--- src/rtl/guard_pkg.sv ---
package guard_pkg;
  typedef struct packed {
    logic rx_long_quiet;
    logic rxwd_off;
    logic time_mode;
    logic unjab_now;
    logic jab_off;
  } guard_ctrl_t;

  function automatic int unsigned max2(input int unsigned a, input int unsigned b);
    return (a > b) ? a : b;
  endfunction
endpackage

--- src/rtl/guard_tick_div.sv ---
module guard_tick_div #(
  parameter int unsigned DIV = 25000
) (
  input  logic clk,
  input  logic rst,
  input  logic clr,
  input  logic en,
  output logic tick
);
  localparam int unsigned W = (DIV > 1) ? $clog2(DIV) : 1;
  localparam logic [W-1:0] LAST = W'(DIV - 1);

  logic [W-1:0] cnt;

  assign tick = en & (cnt == LAST);

  always_ff @(posedge clk) begin
    if (rst || clr) cnt <= '0;
    else if (en) cnt <= (cnt == LAST) ? '0 : cnt + 1'b1;
  end
endmodule

--- src/rtl/guard_tx_jabber.sv ---
module guard_tx_jabber
  import guard_pkg::*;
#(
  parameter int unsigned TX_CUT_BYTES = 2304,
  parameter int unsigned TICKS_PER_MS = 25000,
  parameter int unsigned TIME_CUT_MS  = 30,
  parameter int unsigned UNJAB_MS     = 390
) (
  input  logic        clk,
  input  logic        rst,
  input  guard_ctrl_t ctrl,
  input  logic        tx_active,
  input  logic        tx_byte,
  output logic        cutoff,
  output logic        flag
);
  localparam int unsigned BW     = $clog2(TX_CUT_BYTES + 1);
  localparam int unsigned MS_MAX = max2(TIME_CUT_MS, UNJAB_MS);
  localparam int unsigned MW     = $clog2(MS_MAX + 1);

  logic          prev_q, cut_q, flag_q;
  logic [BW-1:0] bcnt;
  logic [MW-1:0] mcnt;
  logic          start, counting, ms_tick, pre_clr, pre_en;
  logic          trip_bytes, trip_time, trip, hold_run, release_now;

  assign start      = tx_active & ~prev_q;
  assign counting   = ~cut_q & ~start & tx_active;
  assign trip_bytes = counting & ~ctrl.time_mode & tx_byte &
                      (bcnt == BW'(TX_CUT_BYTES - 1)) & ~ctrl.jab_off;
  assign trip_time  = counting & ctrl.time_mode & ms_tick &
                      (mcnt == MW'(TIME_CUT_MS - 1)) & ~ctrl.jab_off;
  assign trip       = trip_bytes | trip_time;
  assign hold_run   = cut_q & ~tx_active & ~ctrl.unjab_now;
  assign pre_en     = (counting & ctrl.time_mode) | hold_run;
  assign pre_clr    = (~cut_q & start) | trip | (cut_q & tx_active);
  assign release_now = cut_q & ~tx_active &
                       (ctrl.unjab_now | (ms_tick & (mcnt == MW'(UNJAB_MS - 1))));

  guard_tick_div #(.DIV(TICKS_PER_MS)) u_ms_div (
    .clk (clk),
    .rst (rst),
    .clr (pre_clr),
    .en  (pre_en),
    .tick(ms_tick)
  );

  always_ff @(posedge clk) begin
    if (rst) begin
      prev_q <= 1'b0;
      cut_q  <= 1'b0;
      flag_q <= 1'b0;
      bcnt   <= '0;
      mcnt   <= '0;
    end else begin
      prev_q <= tx_active;
      if (!cut_q) begin
        if (start) begin
          bcnt   <= '0;
          mcnt   <= '0;
          flag_q <= 1'b0;
        end else if (tx_active) begin
          if (!ctrl.time_mode && tx_byte && bcnt != BW'(TX_CUT_BYTES))
            bcnt <= bcnt + 1'b1;
          if (ctrl.time_mode && ms_tick && mcnt != MW'(MS_MAX))
            mcnt <= mcnt + 1'b1;
        end
        if (trip) begin
          cut_q  <= 1'b1;
          flag_q <= 1'b1;
          mcnt   <= '0;
        end
      end else begin
        if (tx_active) mcnt <= '0;
        else if (release_now) cut_q <= 1'b0;
        else if (ms_tick && mcnt != MW'(MS_MAX)) mcnt <= mcnt + 1'b1;
      end
    end
  end

  assign cutoff = cut_q;
  assign flag   = flag_q;
endmodule

--- src/rtl/guard_rx_watchdog.sv ---
module guard_rx_watchdog
  import guard_pkg::*;
#(
  parameter int unsigned RX_TRIP_BYTES = 2304,
  parameter int unsigned QUIET_SHORT   = 20,
  parameter int unsigned QUIET_LONG    = 44
) (
  input  logic        clk,
  input  logic        rst,
  input  guard_ctrl_t ctrl,
  input  logic        rx_crs,
  input  logic        rx_byte,
  input  logic        bit_tick,
  output logic        block,
  output logic        flag
);
  localparam int unsigned BW   = $clog2(RX_TRIP_BYTES + 1);
  localparam int unsigned QMAX = max2(QUIET_SHORT, QUIET_LONG);
  localparam int unsigned QW   = $clog2(QMAX + 1);

  logic          prev_q, blk_q, flag_q;
  logic [BW-1:0] bcnt;
  logic [QW-1:0] qcnt, qlast;
  logic          start, trip, release_now;

  assign start       = rx_crs & ~prev_q;
  assign qlast       = ctrl.rx_long_quiet ? QW'(QUIET_LONG - 1) : QW'(QUIET_SHORT - 1);
  assign trip        = ~blk_q & ~start & rx_crs & rx_byte &
                       (bcnt == BW'(RX_TRIP_BYTES - 1)) & ~ctrl.rxwd_off;
  assign release_now = blk_q & ~rx_crs & bit_tick & (qcnt == qlast);

  always_ff @(posedge clk) begin
    if (rst) begin
      prev_q <= 1'b0;
      blk_q  <= 1'b0;
      flag_q <= 1'b0;
      bcnt   <= '0;
      qcnt   <= '0;
    end else begin
      prev_q <= rx_crs;
      if (!blk_q) begin
        if (start) begin
          bcnt   <= '0;
          flag_q <= 1'b0;
        end else if (rx_crs && rx_byte && bcnt != BW'(RX_TRIP_BYTES)) begin
          bcnt <= bcnt + 1'b1;
        end
        if (trip) begin
          blk_q  <= 1'b1;
          flag_q <= 1'b1;
          qcnt   <= '0;
        end
      end else begin
        if (rx_crs) qcnt <= '0;
        else if (release_now) blk_q <= 1'b0;
        else if (bit_tick && qcnt != QW'(QMAX)) qcnt <= qcnt + 1'b1;
      end
    end
  end

  assign block = blk_q;
  assign flag  = flag_q;
endmodule

--- src/rtl/eth_guard.sv ---
module eth_guard
  import guard_pkg::*;
#(
  parameter int unsigned TX_CUT_BYTES  = 2304,
  parameter int unsigned RX_TRIP_BYTES = 2304,
  parameter int unsigned TICKS_PER_MS  = 25000,
  parameter int unsigned TIME_CUT_MS   = 30,
  parameter int unsigned UNJAB_MS      = 390,
  parameter int unsigned QUIET_SHORT   = 20,
  parameter int unsigned QUIET_LONG    = 44
) (
  input  logic       clk,
  input  logic       rst,
  input  logic [4:0] ctrl,
  input  logic       tx_active,
  input  logic       tx_byte,
  input  logic       rx_crs,
  input  logic       rx_byte,
  input  logic       bit_tick,
  output logic       tx_cutoff,
  output logic       rx_block,
  output logic       tx_jab_flag,
  output logic       rx_wd_flag
);
  guard_ctrl_t cfg;
  assign cfg = guard_ctrl_t'(ctrl);

  guard_tx_jabber #(
    .TX_CUT_BYTES(TX_CUT_BYTES),
    .TICKS_PER_MS(TICKS_PER_MS),
    .TIME_CUT_MS (TIME_CUT_MS),
    .UNJAB_MS    (UNJAB_MS)
  ) u_tx (
    .clk      (clk),
    .rst      (rst),
    .ctrl     (cfg),
    .tx_active(tx_active),
    .tx_byte  (tx_byte),
    .cutoff   (tx_cutoff),
    .flag     (tx_jab_flag)
  );

  guard_rx_watchdog #(
    .RX_TRIP_BYTES(RX_TRIP_BYTES),
    .QUIET_SHORT  (QUIET_SHORT),
    .QUIET_LONG   (QUIET_LONG)
  ) u_rx (
    .clk     (clk),
    .rst     (rst),
    .ctrl    (cfg),
    .rx_crs  (rx_crs),
    .rx_byte (rx_byte),
    .bit_tick(bit_tick),
    .block   (rx_block),
    .flag    (rx_wd_flag)
  );
endmodule

--- config.mk ---
export PLATFORM = sky130hd
export DESIGN_NAME = eth_guard
export DESIGN_NICKNAME = d
export VERILOG_FILES = /design/src/rtl/guard_pkg.sv /design/src/rtl/guard_tick_div.sv /design/src/rtl/guard_tx_jabber.sv /design/src/rtl/guard_rx_watchdog.sv /design/src/rtl/eth_guard.sv
export SDC_FILE = /design/constraint.sdc
export NUM_CORES = 1
export LEC_CHECK = 0
export ABC_AREA = 1
export BUFFER_PORTS_ARGS = -buffer_cell sky130_fd_sc_hd__buf_2
export CORE_UTILIZATION = 35
export CTS_CLUSTER_DIAMETER = 30
export DETAILED_ROUTE_END_ITERATION = 16
export SETUP_SLACK_MARGIN = 0.05
export SLEW_MARGIN = 20
export SYNTH_ARGS = -nofsm -noshare
export SYNTH_HDL_FRONTEND = slang
export SYNTH_SLANG_ARGS = --single-unit
--- constraint.sdc ---
create_clock -name clk -period 3.4 [get_ports clk]
set_input_delay 0 -clock clk [delete_from_list [all_inputs] [get_ports clk]]
set_output_delay 0 -clock clk [all_outputs]
set_load 0.02 [all_outputs]
# Word level (Yosys, flattened, before mapping)
# Cells that the tools add are included.
[op_classes]
eq_ne = 14
bitwise = 44
n_mux = 32
shift = 0
add_sub_neg = 5
reduce_logical = 24
n_mul = 0
magnitude_cmp = 0
n_div = 0
[op_table]
columns = ["operator", "count"]
rows = [
  ["$mux W9", 8],
  ["$mux W12", 5],
  ["$mux W6", 6],
  ["$and A1 B1 Y1", 27],
  ["$add A12 B1 Y12 const B", 2],
  ["$eq A12 B12 Y1 const B", 2],
  ["$ne A12 B12 Y1 const B", 2],
  ["$add A15 B1 Y15 const B", 1],
  ["$eq A15 B15 Y1 const B", 1],
  ["$mux W15", 1],
  ["$mux W1", 12],
  ["$ne A3 B3 Y1 const B", 4],
  ["$not A1 Y1", 12],
  ["$reduce_bool A2 Y1", 6],
  ["$add A9 B1 Y9 const B", 1],
  ["$eq A9 B5 Y1 const B", 1],
  ["$eq A9 B9 Y1 const B", 1],
  ["$ne A9 B9 Y1 const B", 1],
  ["$logic_and A1 B1 Y1", 8],
  ["$reduce_bool A4 Y1", 2],
  ["$add A6 B1 Y6 const B", 1],
  ["$eq A6 B6 Y1", 1],
  ["$ne A6 B6 Y1 const B", 1],
  ["$reduce_and A2 Y1", 3],
  ["other kinds (5)", 10],
]
[word_totals]
mem_bits_ro = 0
reg_bits = 60
output_inout_bits = 4
latchBits = 0
mem_bits_rw = 0
memories = 0

# Depth between registers and ports, before layout
[logic_depth]
depth_word = 15
mapped_depth = 14
mapped_depth_nobuf = 14

# Hierarchy
# From an unflattened synthesis, not the netlist that was laid out.
[unflattened]
cells_unflattened = 641
area_unflattened_um2 = 4065.1
[by_module_without_submodules]
columns = ["mod", "seq_area_each_um2", "cells_per_inst", "area_each_um2", "n_inst"]
rows = [
  ["guard_tx_jabber", 480.5, 287, 1752.9, 1],
  ["guard_rx_watchdog", 420.4, 227, 1478.9, 1],
  ["guard_tick_div", 300.3, 127, 833.3, 1],
]

# Worst setup path after synthesis
# Ideal clock, no wire load.
[synth_timing]
kind = "reg-to-reg"
start = "reg u_rx.bcnt[0]"
end = "reg u_rx.qcnt[1]"
path_slack_ps = 1705
t_required_ps = 3281
arrival_time_ps = 1576
stages_incl_launch_ff = 11
path_cell_list = "dfxtp_1 ha_1 nand2_1 nor3_2 nand2_1 nor2_1 nand3_1 nand2_2 nand2_2 o21ai_0 a21oi_1"
[synth_via]
elab_chain_len = 5
[synth_rtl]
columns = ["item", "line_no", "source"]
rows = [
  ["start, declared", "guard_rx_watchdog.sv:22", "logic [BW-1:0] bcnt;"],
  ["start signal, assigned", "guard_rx_watchdog.sv:46", "bcnt <= bcnt + 1'b1;"],
  ["$eq A12 B12 Y1", "guard_rx_watchdog.sv:29", "(bcnt == BW'(RX_TRIP_BYTES - 1)) & ~ctrl.rxwd_off;"],
  ["$and A1 B1 Y1", "guard_rx_watchdog.sv:28", "assign trip = ~blk_q & ~start & rx_crs & rx_byte &"],
  ["$and A1 B1 Y1", "guard_rx_watchdog.sv:29", ""],
  ["$reduce_bool A2 Y1 (no source line)", "-", ""],
  ["$reduce_and A3 Y1 (no source line)", "-", ""],
  ["end signal, assigned", "guard_rx_watchdog.sv:56", "else if (bit_tick && qcnt != QW'(QMAX)) qcnt <= qcnt + 1'b1;"],
  ["end, declared", "guard_rx_watchdog.sv:23", "logic [QW-1:0] qcnt, qlast;"],
]
# Every way passes these cells.
# A chain may end at the register's enable or synchronous reset.

# Final worst setup path
[layout_timing]
start = "reg u_tx.u_ms_div.cnt[0]"
end = "reg u_tx.mcnt[2]"
[layout_via]
elab_chain_len = 8
word_cells_on_any_way = 19
cone_classes = "3 x eq/ne; 2 x mux; 8 x bitwise; 6 x reduce/logical"
[layout_rtl]
columns = ["item", "line_no", "source"]
rows = [
  ["start, declared", "guard_tick_div.sv:13", "logic [W-1:0] cnt;"],
  ["start signal, assigned", "guard_tick_div.sv:19", "else if (en) cnt <= (cnt == LAST) ? '0 : cnt + 1'b1;"],
  ["$eq A15 B15 Y1 *", "guard_tick_div.sv:15", "assign tick = en & (cnt == LAST);"],
  ["$and A1 B1 Y1 *", "guard_tick_div.sv:15", ""],
  ["$and A1 B1 Y1 (2 in series)", "guard_tx_jabber.sv:31", "assign trip_time = counting & ctrl.time_mode & ms_tick &"],
  ["$and A1 B1 Y1", "guard_tx_jabber.sv:32", "(mcnt == MW'(TIME_CUT_MS - 1)) & ~ctrl.jab_off;"],
  ["$or A1 B1 Y1", "guard_tx_jabber.sv:33", "assign trip = trip_bytes | trip_time;"],
  ["$reduce_bool A4 Y1 (no source line) / $mux W9 (equally long branches)", "-", ""],
  ["$reduce_and A4 Y1 (no source line) / $mux W9 (equally long branches)", "-", ""],
  ["end signal, assigned", "guard_tx_jabber.sv:66", "mcnt <= mcnt + 1'b1;"],
  ["end signal, assigned", "guard_tx_jabber.sv:76", "else if (ms_tick && mcnt != MW'(MS_MAX)) mcnt <= mcnt + 1'b1;"],
  ["end, declared", "guard_tx_jabber.sv:23", "logic [MW-1:0] mcnt;"],
]
# Every way passes the cells marked *; elsewhere a longest branch is shown, timed or not.

==> results.json <==
{
  "layout-drive-gt1-share": 0.0878,
  "required_ps": 3670,
  "grt_pass1_vias": 3738,
  "clk_path_buf_depth": 2,
  "die_w_um": 108,
  "gr-total-overflow": 0,
  "rsz0062_at_grt": "no",
  "drt_iter0_markers": 241,
  "dp_hpwl_um": 7070,
  "pwr-share-seq": 0.413,
  "swShare": 0.239,
  "grt_pass1_wl_um": 16700,
  "p_comb_frac": 0.076,
  "powerDensity_mw_per_mm2": 403,
  "worst-path-max-fanout": 14,
  "yosysWarnings": 0,
  "timing_hold_violations_final": 0,
  "hp-class": "primary input to flip-flop",
  "placed_area_mm2": 0.00412,
  "cts_tree": "yes",
  "drv_slew": 0,
  "irDropWorstVdd_v": 0.000214,
  "internal_power_uw": 1360,
  "wl_per_cell_um": 12.5,
  "rows": 38,
  "syn_nets": 644,
  "worst_slew_pin_slew_ps": 704,
  "vias_per_cell": 5.17,
  "route.detailed.drc": 0,
  "antenna_cells": 0,
  "ys_ff_latch": 60,
  "max_freq_ghz": 0.484,
  "fin_area_mm2": 0.00443,
  "status": "finished, final reports clean",
  "synth_cell_types": 39,
  "firstDrtPassIters": 5,
  "cts_max_level": 3,
  "routed_wl_um": 9750,
  "syn_area_mm2": 0.00395,
  "core_area_mm2": 0.0109,
  "critPathCaptureType": "flip-flop",
  "postSynthCellCount": 622,
  "synth_ff_type": "dfxtp_1",
  "cts.sinks": 60,
  "p_sw_uw": 425,
  "clk_pin_slew_ps": 50,
  "final_core_util": 0.405,
  "grt_usage": 0.177,
  "area_delta_synth_final_pct": 12.0,
  "async_flop_share": 0,
  "clock_latency_ps": 330,
  "cts_resized": 0,
  "gp_congestion": 0.924,
  "min_period_ps": 2060,
  "crit_arrival_ps": 2330,
  "path_class": "flip-flop to flip-flop",
  "finalSetupViolCount": 0,
  "die-area_mm2": 0.0117,
  "fillers": 1177,
  "max_cap_violations": 0,
  "synth_edf_count": 0,
  "syn-mean-instance-area_um2": 6.35,
  "chipHeight_um": 108,
  "start_kind": "flip-flop",
  "portBuffers": 15,
  "finalSetupTns_ps": 0,
  "start_util": 0.361,
  "drtAntennaViolNets": 0,
  "layout.nets": 657,
  "power_uw": 1780,
  "p_leak_uw": 0.00171,
  "grt_max_degree": 25,
  "vias": 4023,
  "p_clk_frac": 0.511,
  "skew_ps": 6.87,
  "cts_buffers": 9,
  "antenna_found_initial": 0,
  "cts_root_buf": "clkbuf_16",
  "slew_headroom": 0.530,
  "ios": 16,
  "period_share": 0.607,
  "seq_area_frac_synth": 0.304
}
-- timing repair --
item | in CTS | in global routing
hold buffers | 1 | 0
buffers inserted | 0 | 0
hold endpoints to repair | 1 | 0
-- layer usage --
layer | global-route usage | part of all wire | vias up
li1 | - | - | 2068
met1 | 0.232 | 0.49 | 1845
met2 | 0.282 | 0.45 | 96
met3 | 0.0338 | 0.046 | 14
met4 | 0.0801 | 0.016 | 0
met5 | 0 | 0 | -
-- power by group through the flow --
stage	sequential [uW]	combinational, uW	clock, uW
floorplan	744	107	0
global placement	749	132	0
detailed placement	750	134	0
CTS	735	135	932
global route	738	155	959
finish	736	136	912
-- through the flow --
| stage | hold WS (ps) | std cells | setup WS (ps) |
|---|---|---|---|
| 2_1_floorplan | 69.1 | 622 | 1700 |
| 3_3_place_gp | 299 | 763 | 1440 |
| 3_5_place_dp | 315 | 763 | 1360 |
| 4_1_cts | 11.0 | 778 | 1340 |
| 5_1_grt | 51.2 | 778 | 1040 |
| 6_report | 25.3 | 778 | 1340 |
-- placed cells by master, fill, tap and decap left out, types with 3 or more instances in the layout --
cell type,Yosys,layout
nand2_1,138,138
nand3_1,71,71
ha_1,10,10
o211ai_1,4,4
nand4_1,23,23
dfxtp_1,60,60
a21oi_1,45,45
nand2_2,4,4
nor3b_1,3,3
nor3_1,25,25
buf_2,5,15
nor2_1,87,87
inv_2,3,3
xor2_1,7,7
nor3_2,7,7
nand3_2,3,3
nor4_1,4,4
inv_1,81,81
o21ai_0,12,12
clkbuf_16,0,9
-- final timing paths --
path	from	endpoint	slack, ps	cells after the start
max	u_tx.u_ms_div.cnt[0]	u_tx.mcnt[2]	1340	11
min	rx_crs	u_rx.prev_q	30	3
max reg2reg	u_tx.u_ms_div.cnt[0]	u_tx.mcnt[2]	1340	11
min reg2reg	u_rx.bcnt[10]	u_rx.bcnt[10]	490	2
-- layout make-up --
| cell class | count | area, um^2 | share of cell area |
|---|---|---|---|
| Tap cell | 140 | 175 | 0.0396 |
| Clock inverter | 2 | 35.0 | 0.00792 |
| Sequential cell | 60 | 1200 | 0.271 |
| Inverter | 84 | 315 | 0.0712 |
| Clock buffer | 12 | 256 | 0.0580 |
| Multi-Input combinational cell | 463 | 2350 | 0.531 |
| Timing Repair Buffer | 17 | 92.6 | 0.0209 |
-- flip-flops by register name, indices dropped and copies added, names as in the netlist --
name / cells
u_tx.bcnt: 12
u_tx.prev_q: 1
u_tx.flag: 1
u_rx.prev_q: 1
u_rx.block: 1
u_rx.qcnt: 6
u_tx.mcnt: 9
u_tx.cutoff: 1
u_rx.bcnt: 12
u_rx.flag: 1
u_tx.u_ms_div.cnt: 15
-- Yosys cell counts, types with 2 or more instances --
library cell  instances  share of area
nand2_1             138           0.13
nor2_1               87          0.083
inv_1                81          0.077
nand3_1              71          0.090
dfxtp_1              60           0.30
a21oi_1              45          0.057
nor3_1               25          0.032
nand4_1              23          0.036
o21ai_0              12          0.015
ha_1                 10          0.032
nor3_2                7          0.018
xor2_1                7          0.016
buf_2                 5         0.0063
clkbuf_1              5         0.0047
nand2_2               4         0.0063
nor4_1                4         0.0063
o211ai_1              4         0.0076
inv_2                 3         0.0028
nand3_2               3         0.0076
nor3b_1               3         0.0057
a211oi_1              2         0.0038
buf_4                 2         0.0038
buf_6                 2         0.0057
nand3b_1              2         0.0038
nor2_2                2         0.0032
o31ai_1               2         0.0038
-- cell families (layout without fill, tap and decap cells) --
family | Yosys count | after routing | synth area share
AND/OR/NAND/NOR | 374 | 374 | 0.439
buffers and inverters | 99 | 115 | 0.102
AO/OA/AOI/OAI | 71 | 71 | 0.106
flip-flops | 60 | 60 | 0.304
adder cells (fa/ha/maj) | 10 | 10 | 0.0317
XOR/XNOR | 8 | 8 | 0.0177
-- worst max-delay path: stages (launching register included) --
cell,delay [ps]
dfxtp_1,390
ha_1,260
nand2_1,90
nor2_1,110
nand2_1,60
nor2_2,170
nand3_2,120
o21bai_4,350
nand2_1,200
nand2_1,100
nand2_1,50
nor2_1,100
Power figures use the tool's default switching activity.
